### config.mk
export PLATFORM = sky130hd
export DESIGN_NAME = reload_timer
export DESIGN_NICKNAME = d
export VERILOG_FILES = /design/src/rtl/reload_timer_pkg.sv /design/src/rtl/rt_ctrl.sv /design/src/rtl/rt_datapath.sv /design/src/rtl/reload_timer.sv
export SDC_FILE = /design/constraint.sdc
export NUM_CORES = 1
export LEC_CHECK = 0
export ABC_CLOCK_PERIOD_IN_PS = 2029
export BUFFER_PORTS_ARGS = -buffer_cell sky130_fd_sc_hd__buf_2
export CAP_MARGIN = 20
export CORE_ASPECT_RATIO = 2
export CORE_UTILIZATION = 45
export DETAILED_ROUTE_END_ITERATION = 12
export GPL_TIMING_DRIVEN = 0
export PLACE_DENSITY = 0.63
export SYNTH_ARGS = -nofsm -noshare
export SYNTH_HDL_FRONTEND = slang
export SYNTH_HIERARCHICAL = 1
export SYNTH_SLANG_ARGS = --single-unit
### constraint.sdc
create_clock -name clk -period 2.03 [get_ports clk]
set_clock_uncertainty 0.2 [all_clocks]
set_input_delay 0.1015 -clock clk [delete_from_list [all_inputs] [get_ports clk]]
set_output_delay 0.1015 -clock clk [all_outputs]
set_load 0.05 [all_outputs]
### src/rtl/reload_timer_pkg.sv
package reload_timer_pkg;

  localparam int FULL_W = 22;
  localparam int ADDR_W = 3;
  localparam logic [ADDR_W-1:0] ADDR_CTRL = 3'd4;

  typedef struct packed {
    logic              en;
    logic              inten;
    logic              snapTake;
    logic              rdStrobe;
    logic [ADDR_W-1:0] rdSel;
    logic [2:0]        reloadWr;
  } ctrlStrobes_t;

  // Spread a 6-bit group over a read byte: bits 4..0 low, bit 5 to byte bit 6.
  function automatic logic [7:0] packGroup(input logic [5:0] grp);
    return {1'b0, grp[5], 1'b0, grp[4:0]};
  endfunction

endpackage

### src/rtl/rt_ctrl.sv
module rt_ctrl
  import reload_timer_pkg::*;
(
  input  logic              clk,
  input  logic              rstN,
  input  logic [ADDR_W-1:0] addr,
  input  logic              wrEn,
  input  logic              rdEn,
  input  logic [1:0]        cfgBits,
  input  logic              wrapPulse,
  output ctrlStrobes_t      strb,
  output logic              irq
);

  logic en, inten, pending;
  logic cfgWr, intenRise;
  logic [2:0] wrSel;

  for (genvar i = 0; i < 3; i++) begin : g_wrsel
    assign wrSel[i] = wrEn && (addr == ADDR_W'(i));
  end

  assign cfgWr     = wrEn && (addr == ADDR_CTRL);
  assign intenRise = cfgWr && cfgBits[1] && !inten;

  always_ff @(posedge clk) begin
    if (!rstN) begin
      en      <= 1'b0;
      inten   <= 1'b0;
      pending <= 1'b0;
    end else begin
      if (cfgWr) begin
        en    <= cfgBits[0];
        inten <= cfgBits[1];
      end
      // A new wrap wins over an acknowledge in the same cycle.
      if (wrapPulse)      pending <= 1'b1;
      else if (intenRise) pending <= 1'b0;
    end
  end

  always_comb begin
    strb.en       = en;
    strb.inten    = inten;
    strb.rdStrobe = rdEn;
    strb.snapTake = rdEn && (addr == '0);
    strb.rdSel    = addr;
    strb.reloadWr = wrSel;
  end

  assign irq = pending && inten;

endmodule

### src/rtl/rt_datapath.sv
module rt_datapath
  import reload_timer_pkg::*;
#(
  parameter int CNT_W = FULL_W
) (
  input  logic             clk,
  input  logic             rstN,
  input  logic             busIs66,
  input  ctrlStrobes_t     strb,
  input  logic [7:0]       wrData,
  output logic [CNT_W-1:0] countVal,
  output logic             tick,
  output logic             wrapPulse,
  output logic [7:0]       rdData
);

  localparam int HI_W = FULL_W - 6;

  logic             phase;
  logic [CNT_W-1:0] reloadAct, reloadNext, mergedVal;
  logic [FULL_W-1:0] mergedFull, countX;
  logic [HI_W-1:0]  snapHi;
  logic             anyWr;
  logic [7:0]       rdMux;

  // Prescaler: alternate ticks in the double-speed mode, restart when stopped.
  assign tick = busIs66 ? phase : 1'b1;

  always_ff @(posedge clk) begin
    if (!rstN) phase <= 1'b0;
    else       phase <= strb.en ? ~phase : 1'b0;
  end

  // Merge any period byte writes into the pending value.
  always_comb begin
    mergedFull = FULL_W'(reloadNext);
    if (strb.reloadWr[0]) mergedFull[7:0]   = wrData;
    if (strb.reloadWr[1]) mergedFull[15:8]  = wrData;
    if (strb.reloadWr[2]) mergedFull[21:16] = wrData[5:0];
  end

  assign mergedVal = mergedFull[CNT_W-1:0];
  assign anyWr     = |strb.reloadWr;
  assign wrapPulse = strb.en && tick && (countVal == reloadAct);

  always_ff @(posedge clk) begin
    if (!rstN) begin
      countVal   <= '0;
      reloadAct  <= '0;
      reloadNext <= '0;
    end else begin
      if (anyWr) reloadNext <= mergedVal;
      if (anyWr && !strb.en) begin
        reloadAct <= mergedVal;
        countVal  <= '0;
      end else if (wrapPulse) begin
        reloadAct <= anyWr ? mergedVal : reloadNext;
        countVal  <= '0;
      end else if (strb.en && tick) begin
        countVal  <= countVal + 1'b1;
      end
    end
  end

  // Snapshot of the upper groups, taken on the same edge as a byte-0 read.
  assign countX = FULL_W'(countVal);

  always_ff @(posedge clk) begin
    if (!rstN)              snapHi <= '0;
    else if (strb.snapTake) snapHi <= countX[FULL_W-1:6];
  end

  always_comb begin
    case (strb.rdSel)
      3'd0:      rdMux = packGroup(countX[5:0]);
      3'd1:      rdMux = packGroup(snapHi[5:0]);
      3'd2:      rdMux = packGroup(snapHi[11:6]);
      3'd3:      rdMux = {4'b0000, snapHi[15:12]};
      ADDR_CTRL: rdMux = {6'b000000, strb.inten, strb.en};
      default:   rdMux = 8'h00;
    endcase
  end

  always_ff @(posedge clk) begin
    if (!rstN)              rdData <= 8'h00;
    else if (strb.rdStrobe) rdData <= rdMux;
  end

endmodule

### src/rtl/reload_timer.sv
module reload_timer
  import reload_timer_pkg::*;
#(
  parameter int CNT_W = FULL_W
) (
  input  logic              clk,
  input  logic              rstN,
  input  logic              busIs66,
  input  logic [ADDR_W-1:0] addr,
  input  logic              wrEn,
  input  logic              rdEn,
  input  logic [7:0]        wrData,
  output logic [7:0]        rdData,
  output logic              irq
);

  ctrlStrobes_t     strb;
  logic [CNT_W-1:0] countVal;
  logic             tick, wrapPulse;
  logic             enNow, intenNow;

  assign enNow    = strb.en;
  assign intenNow = strb.inten;

  rt_ctrl uCtrl (
    .clk       (clk),
    .rstN      (rstN),
    .addr      (addr),
    .wrEn      (wrEn),
    .rdEn      (rdEn),
    .cfgBits   (wrData[1:0]),
    .wrapPulse (wrapPulse),
    .strb      (strb),
    .irq       (irq)
  );

  rt_datapath #(.CNT_W(CNT_W)) uDp (
    .clk       (clk),
    .rstN      (rstN),
    .busIs66   (busIs66),
    .strb      (strb),
    .wrData    (wrData),
    .countVal  (countVal),
    .tick      (tick),
    .wrapPulse (wrapPulse),
    .rdData    (rdData)
  );

endmodule

==> results of run 1 <==
metrics by stage:
step	utilization [%]	total power [µW]	setup TNS (ns)	cell area, µm²	cells
after floorplan	-	2124	0	4059	403
after global placement	49.31	2208	-23.16	4294	525
after detailed placement	49.31	2214	-25.34	4294	525
after CTS	55.04	3937	-1.749	4793	555
after global routing	56.64	4071	-5.147	4932	564
final	56.64	3945	-1.897	4932	564
state kept, by name, summed over array words and instances (netlist names):
signal and count:
uDp/phase 1, uCtrl/pending 1, uCtrl/inten 1, uDp/snapHi 16, uDp/rdData 6, uDp/reloadNext 22
uDp/countVal 22, uDp/reloadAct 22, uCtrl/en 1
tightest hold or removal path, delay by kind of cell:
kind            cells  cell delay (ns)
buf+inv             2             0.23
simple gates        1             0.10
compound gates      1             0.07
path summary, 6_finish.rpt:
| check | end | slack [ns] | cells past startpoint |
|---|---|---|---|
| min reg2reg | uDp/phase$_SDFF_PN0_ | 0.23 | 1 |
| max reg2reg | uDp/reloadAct[20]$_SDFFE_PN0P_ | -0.09 | 7 |
| max | uDp/reloadAct[20]$_SDFFE_PN0P_ | -0.09 | 7 |
| min | uDp/rdData[2]$_SDFFE_PN0P_ | 0.01 | 4 |
cells by family (layout without fill, tap and decap cells):
kind of cell,after synthesis,count (layout)
mux,47,47
flops,92,92
other cells,1,2
simple gates,140,140
fa+ha+maj,1,1
buf+inv,36,97
compound gates,43,43
xor+xnor,42,42
cell usage in the layout (no fill, tap or decap), drive strengths merged, types with 9 or more instances in the layout:
cell	n
xnor2	13
nor2b	43
xor2	29
nor2	31
clkbuf	26
nand4	9
dlygate4sd3	10
buf	50
o32a	22
mux2i	43
nand2	14
dfxtp	92
layout make-up:
cell class / instances / area, µm² / area share [%]
buffer: 28 / 177.7 / 3.602
clock buffer: 11 / 252.7 / 5.124
clock inverter: 5 / 50.05 / 1.015
inverter: 6 / 22.52 / 0.4566
multi-input combinational: 275 / 2097 / 42.52
sequential: 92 / 1862 / 37.75
tap: 100 / 125.1 / 2.537
timing repair buffer: 47 / 345.3 / 7.002
report_power, final:
group | leakage [µW] | internal (µW) | total (µW) | switching [µW]
Sequential | 0.000751 | 1850 | 1880 | 32.3
Combinational | 0.000942 | 186 | 375 | 189
Clock | 0.000155 | 1010 | 1690 | 678
Total | 0.00185 | 3050 | 3940 | 899
per-layer routing:
layer  routed length, µm  vias to the layer above
met5                   0                        -
met4                 422                        0
met3                 275                       23
met2                5557                       63
met1                3536                     1395
li1                    -                     1521
what timing repair did:
action                     in CTS  in global routing
buffers inserted                5                  8
cloned                          0                  2
hold endpoints to repair       24                  0
hold buffers                   10                  0
resized for setup              19                 26
pin swaps                       4                 17
setup endpoints to repair      45                 44
==> results.json, run 1 <==
{
  "crit_path_end_kind": "flop",
  "cap_viol_max_count": 0,
  "path_max_fanout": 10,
  "synth_xor_xnor_area_share_pct": 9.071,
  "synth_top_cell_by_area": "dfxtp_1",
  "initial_utilization_pct": 46.57,
  "netlist_instances": 402,
  "h-tree-depth": 3,
  "drt_drc_violations_left": 0,
  "max_freq_mhz": 470.8,
  "post-dp-hpwl_um": 7296,
  "synth_edf_count": 0,
  "path_common_cell": "buf_6",
  "port-buffer-count": 22,
  "relSlewSlack_pct": 62.47,
  "hold_viol_final": 0,
  "core_area_um2": 8708,
  "met1_usage_pct": 19.57,
  "fin_crit_sh_pct": 104.6,
  "post-place-ws_ns": -0.6285,
  "met3_usage_pct": 3.706,
  "synth-main-ff-cell": "dfxtp_1",
  "clk_latency_ns": 0.34,
  "worstPathCellList": "xor2_1 > nor4_2 > nand4_1 > buf_6 > o31a_1 > buf_6 > o32a_1",
  "setup_viol": 29,
  "grt_max_degree": 15,
  "reg2reg_from": "uDp/reloadAct[13]$_SDFFE_PN0P_",
  "drive_above_1_share_pct": 21.34,
  "max_stage_delay_ns": 0.36,
  "netlist_top_cells_area": "dfxtp_1 (45%), mux2i_1 (11%), nor2b_1 (6.6%)",
  "die_w_um": 69.13,
  "cp-startpoint": "uDp/reloadAct[13]$_SDFFE_PN0P_",
  "nNetsFinal": 476,
  "grt.busiest_layer": "met2",
  "drt_iter0_drc": 146,
  "critPathLaunchType": "flop",
  "vias": 3002,
  "muxShareOfSynthArea_pct": 12.28,
  "cts_buffers": 9,
  "nFillCells": 766,
  "cts_max_path_buffers": 2,
  "synthTopCellsByCount": "dfxtp_1 (92), mux2i_1 (43), nor2b_1 (43), nor2_1 (31), xor2_1 (29)",
  "grt_pass1_wl_um": 14930,
  "cts_sinks": 92,
  "path_class": "flop to flop",
  "die_height_um": 136.3,
  "routed_wl_um": 9791,
  "whs_ns": 0.01208,
  "power.leakage_uw": 0.001848,
  "status": "finished, violations left",
  "n_antenna_cell": 0,
  "fp-row-count": 48,
  "ant_nets": 0,
  "synthAdderAreaFrac_pct": 0.3085,
  "layout_setup_ws_ns": -0.09394,
  "design.die.area_um2": 9418,
  "slew_viol_final": 0,
  "synth_area_um2": 4055,
  "power_density_nw_per_um2": 799.8,
  "yosys_warnings": 6,
  "synth_top_area_share_pct": 45.42,
  "io_pins": 25,
  "peakVddDrop_v": 0.0004846,
  "grt_pass1_vias": 2923,
  "synth.avg_cell_area_um2": 10.09,
  "worst_ep_required_time_ns": 2.06,
  "rsz0062_at_grt": "yes",
  "hold_class": "input pin to flop",
  "yosys_register_bits": 92,
  "path_delay_family": "compound AO/OA/AOI/OAI gates",
  "tightest_slew_ns": 0.5619,
  "synth_top_family_by_area": "simple AND/OR/NAND/NOR gates",
  "cp.arrival_ns": 2.15,
  "violations": "negative setup slack",
  "cts_tree": "yes",
  "cp.buffers_inverters": 2,
  "dr.pass1.iters": 5,
  "syn_to_final_growth_pct": 21.63,
  "antenna_found_initial": 0,
  "path_clk_slew_ns": 0.06,
  "use_met2_pct": 41.75,
  "synth-compound-area-share_pct": 9.010,
  "worstHoldStart": "rdEn",
  "grt_overflow_total": 0,
  "via_per_inst": 5.323,
  "wire_per_inst_um": 17.36,
  "grtUsageTotal_pct": 21.20,
  "synth-simple-area-share_pct": 19.22,
  "ys_types": 40,
  "gp_congestion": 0.8400,
  "synth.most_common_cell": "dfxtp_1",
  "async_reset_ff_share_pct": 0,
  "min_period_ns": 2.124,
  "cts_root_buffer": "clkbuf_16",
  "yosysSeqAreaShare_pct": 45.42,
  "crit_slowest_cell": "o31a_1"
}
(Power assumes the default switching activity.)
==> run 2: changes to the inputs <==
SETUP_SLACK_MARGIN = 0.5   (was default)
==> results.json, run 2 (synthesized netlist as in run 1, its figures left out) <==
{
  "cts_sinks": 92,
  "syn_to_final_growth_pct": 24.50,
  "h-tree-depth": 3,
  "largestRegisters": "uDp/countVal x22, uDp/reloadAct x22, uDp/reloadNext x22",
  "via_per_inst": 5.313,
  "hold_class": "input pin to flop",
  "port-buffer-count": 22,
  "final_cell_mix": "dfxtp_1 (77), mux2i_1 (43), nor2b_1 (43)",
  "setup_viol": 44,
  "rrSetupSlack_ns": -0.14,
  "grt_pass1_wl_um": 15590,
  "dr.pass1.iters": 4,
  "peakVddDrop_v": 0.0005037,
  "clk_latency_ns": 0.34,
  "n_antenna_cell": 0,
  "hold_end": "uCtrl/en$_SDFFE_PN0P_",
  "vias": 3039,
  "routed_wl_um": 10090,
  "drt_iter0_drc": 87,
  "grtUsageTotal_pct": 21.98,
  "violations": "negative setup slack",
  "power_density_nw_per_um2": 783.6,
  "r2r_end": "uDp/reloadAct[8]$_SDFFE_PN0P_",
  "cts_max_path_buffers": 2,
  "path_max_fanout": 7,
  "nNetsFinal": 484,
  "finalNonFillerCells": 572,
  "cts_root_buffer": "clkbuf_16",
  "worst_ep_required_time_ns": 2.05,
  "io_pins": 25,
  "status": "finished, violations left",
  "tightest_slew_ns": 0.5590,
  "hold_depth": 3,
  "worstHoldStart": "wrEn",
  "drt_drc_violations_left": 0,
  "wire_per_inst_um": 17.63,
  "relSlewSlack_pct": 62.66,
  "fin_setup_tns_ns": -5.323,
  "r2r_cells": 7,
  "max_freq_mhz": 460.0,
  "die_w_um": 69.13,
  "post-dp-hpwl_um": 7267,
  "gp_congestion": 0.8376,
  "grt_overflow_total": 0,
  "cts_tree": "yes",
  "layout_commonest_cell": "dfxtp_1",
  "cap_viol_max_count": 0,
  "die_height_um": 136.3,
  "path_class": "flop to flop",
  "ant_nets": 0,
  "drive_above_1_share_pct": 24.58,
  "path_clk_slew_ns": 0.06,
  "hold_viol_final": 0,
  "power.leakage_uw": 0.001896,
  "initial_utilization_pct": 46.57,
  "design.die.area_um2": 9418,
  "cts_buffers": 9,
  "rsz0062_at_grt": "yes",
  "core_area_um2": 8708,
  "fin_crit_sh_pct": 107.1,
  "grt_pass1_vias": 3111,
  "reg2reg_from": "uDp/countVal[3]$_SDFFE_PP0P_",
  "grt_max_degree": 15,
  "antenna_found_initial": 0,
  "cp.arrival_ns": 2.19,
  "layout_setup_ws_ns": -0.1438,
  "post-place-ws_ns": -0.2689,
  "min_period_ns": 2.174,
  "fp-row-count": 48,
  "critPathLaunchType": "flop",
  "slew_viol_final": 0,
  "dpl.cell_count": 525,
  "crit_path_end_kind": "flop"
}
[run 2: changes by cell type in the layout (fill, tap and decap cells not counted), moves of 2 or more]
cell / delta
nor2_2: +2
clkbuf_4: +2
xor2_2: +3
dfxtp_1: -5
xor2_1: -3
clkinv_2: -2
buf_2: -2
buf_4: +5
dfxtp_4: +2
dfxtp_2: +3
[run 2: worst max-delay path by stage]
stage	from	endpoint	slack, ns
4_1_cts	uDp/countVal[16]$_SDFFE_PP0P_	uDp/reloadAct[3]$_SDFFE_PN0P_	-0.08
2_1_floorplan	uDp/countVal[13]$_SDFFE_PP0P_	uDp/reloadAct[0]$_SDFFE_PN0P_	0.14
6_report	uDp/countVal[3]$_SDFFE_PP0P_	uDp/reloadAct[8]$_SDFFE_PN0P_	-0.14
3_5_place_dp	addr[2]	uDp/reloadAct[9]$_SDFFE_PN0P_	-0.27
3_3_place_gp	addr[2]	uDp/reloadAct[16]$_SDFFE_PN0P_	-0.25
5_1_grt	uDp/countVal[17]$_SDFFE_PP0P_	uDp/countVal[5]$_SDFFE_PP0P_	-0.25
[run 2: layout make-up]
type                            count  area, µm²
Tap cell                          100      125.1
Multi-Input combinational cell    275       2120
Fill cell                         744       3660
Timing Repair Buffer               53      401.6
Clock inverter                      4      47.55
Clock buffer                       12      256.5
Buffer                             30      202.7
Sequential cell                    92       1873
Inverter                            6      22.52
[run 2: per-stage QoR]
step | util, % | instance area (µm²) | total power, µW | hold slack (ns)
after global routing | 57.97 | 5049 | 4079 | 0.04621
after global placement | 49.50 | 4310 | 2211 | 0.1930
final | 57.97 | 5049 | 3956 | 0.05162
after CTS | 56.84 | 4950 | 3961 | 0.03238
after detailed placement | 49.50 | 4310 | 2215 | 0.2075
after floorplan | - | 4075 | 2127 | 0.001708
[run 2: per-layer routing]
layer  wire [µm]  part of all wire, %  up-vias  track usage, %
li1            -                    -     1530               -
met1        3712                   37     1434           20.00
met2        5699                   57       50           43.69
met3         188                  1.9       25           3.113
met4         486                  4.8        0           14.51
met5           0                    0        -               0
[run 2: where the power goes]
| part | total [µW] | internal (µW) | leakage (µW) | switching (µW) |
|---|---|---|---|---|
| registers | 1880 | 1850 | 0.000754 | 33.6 |
| logic | 386 | 192 | 0.000994 | 194 |
| clock network | 1690 | 1020 | 0.000149 | 673 |
| total | 3960 | 3060 | 0.00190 | 901 |
[run 2: worst max-delay path: stages (launching register included)]
cell and delay (ns):
dfxtp_1 0.30, clkbuf_8 0.15, xor2_2 0.19, nor4_2 0.27, nand2_2 0.17, o31a_1 0.42
buf_6 0.17, o32a_1 0.16
[run 2: timing repair]
action                                  CTS  global route
cloned                                    3             0
setup buffers                            12             5
pin swaps                                 8             8
endpoints found under the setup margin   47            49
hold buffers                             11             0
resized for setup                        36            22
endpoints found under the hold margin    26             0
==> run 3: changes to the inputs <==
ABC_CLOCK_PERIOD_IN_PS = 2450   (was 2029)
BUFFER_PORTS_ARGS = -buffer_cell sky130_fd_sc_hd__buf_4   (was -buffer_cell sky130_fd_sc_hd__buf_2)
PLACE_DENSITY = 0.61   (was 0.63)
clock period = 2.45 ns   (was 2.03 ns; I/O delays follow)
==> results.json, run 3 (synthesized netlist as in run 1, its figures left out) <==
{
  "setup_viol": 0,
  "critPathLaunchType": "flop",
  "cts_sinks": 92,
  "design.die.area_um2": 9418,
  "die_height_um": 136.3,
  "peakVddDrop_v": 0.0003878,
  "routed_wl_um": 10190,
  "post-place-ws_ns": 0.1029,
  "worst_ep_required_time_ns": 2.48,
  "post-dp-hpwl_um": 7248,
  "vias": 3043,
  "fin_crit_sh_pct": 86.17,
  "path_class": "flop to flop",
  "layout_setup_ws_ns": 0.3388,
  "nNetsFinal": 479,
  "min_period_ns": 2.111,
  "io_pins": 25,
  "grt_overflow_total": 0,
  "grt_pass1_vias": 2872,
  "power.leakage_uw": 0.001880,
  "cts_buffers": 9,
  "grtUsageTotal_pct": 22.11,
  "cap_viol_max_count": 0,
  "ant_nets": 0,
  "core_area_um2": 8708,
  "final_cell_mix": "dfxtp_1 (77), mux2i_1 (43), nor2b_1 (43)",
  "drt_iter0_drc": 144,
  "h-tree-depth": 3,
  "wire_per_inst_um": 17.97,
  "tightest_slew_ns": 0.6061,
  "power_density_nw_per_um2": 653.7,
  "path_clk_slew_ns": 0.06,
  "rsz0062_at_grt": "yes",
  "syn_to_final_growth_pct": 25.95,
  "fp-row-count": 48,
  "relSlewSlack_pct": 59.60,
  "die_w_um": 69.13,
  "cts_tree": "yes",
  "hold_viol_final": 0,
  "fin_setup_tns_ns": 0,
  "n_antenna_cell": 0,
  "post_dp_cell_area_um2": 4357,
  "port-buffer-count": 22,
  "initial_utilization_pct": 46.57,
  "drt_drc_violations_left": 0,
  "via_per_inst": 5.367,
  "gp_congestion": 0.7942,
  "largestRegisters": "uDp/countVal x22, uDp/reloadAct x22, uDp/reloadNext x22",
  "grt_pass1_wl_um": 15410,
  "drive_above_1_share_pct": 25.27,
  "fin_area_um2": 5107,
  "clk_latency_ns": 0.34,
  "slew_viol_final": 0,
  "path_max_fanout": 10,
  "max_freq_mhz": 473.7,
  "dr.pass1.iters": 4,
  "cts_max_path_buffers": 2,
  "status": "completed",
  "antenna_found_initial": 0,
  "cts_root_buffer": "clkbuf_16",
  "crit_path_end_kind": "flop",
  "hold_class": "input pin to flop",
  "cp.arrival_ns": 2.14,
  "grt_max_degree": 15,
  "layout_commonest_cell": "dfxtp_1"
}
[run 3: timing repair]
item / in CTS / in global routing
hold endpoints to repair: 25 / 0
resized for setup: 32 / 42
buffers inserted: 13 / 1
endpoints found under the setup margin: 45 / 45
hold buffers: 10 / 0
pin swaps: 17 / 12
cloned: 2 / 0
[run 3: per-layer routing]
layer	GRT usage [%]	wire length, µm	part of all wire, %	vias to the layer above
li1	-	-	-	1524
met1	21.00	3647	36	1433
met2	43.31	5907	58	59
met3	2.595	205	2.0	27
met4	14.63	430	4.2	0
met5	0	0	0	-
[run 3: metrics by stage]
step	std cells	hold slack, ns	total power, µW	util, %
after floorplan	403	0.02271	1760	-
after global routing	567	0.05475	3450	58.65
after global placement	525	0.2045	1838	50.03
after CTS	566	0.03126	3342	57.14
final	567	0.02030	3339	58.65
after detailed placement	525	0.2093	1841	50.03
[run 3: area by class of cell]
cell class,count,area (µm²)
fillers,755,3601
multi-input cells,275,2160
flip-flops and latches,92,1873
repair buffers,48,422.9
clock buffers,12,236.5
plain buffers,30,193.9
well taps,100,125.1
clock inverters,4,73.82
inverters,6,22.52
[run 3: report_power, final]
group          switching (µW)  total, µW  leakage [µW]  internal [µW]
registers                27.4       1560      0.000754           1530
logic                     165        329      0.000976            164
clock network             559       1450      0.000151            895
total                     751       3340       0.00188           2590
[run 3: worst paths after layout]
check / start / cells after the start / end / slack [ns]
max reg2reg: uDp/countVal[1]$_SDFFE_PP0P_ / 7 / uDp/reloadAct[21]$_SDFFE_PN0P_ / 0.34
min: rdEn / 4 / uDp/rdData[2]$_SDFFE_PN0P_ / 0.02
max: uDp/countVal[1]$_SDFFE_PP0P_ / 7 / uDp/reloadAct[21]$_SDFFE_PN0P_ / 0.34
min reg2reg: uDp/phase$_SDFF_PN0_ / 1 / uDp/phase$_SDFF_PN0_ / 0.23
[run 3: critical path, cell delays in order (launching register included)]
cell and delay, ns:
dfxtp_4 0.35, xor2_1 0.16, nor4_1 0.30, nand4_1 0.15, buf_6 0.15, o31a_1 0.35, buf_6 0.17, o32a_1 0.17
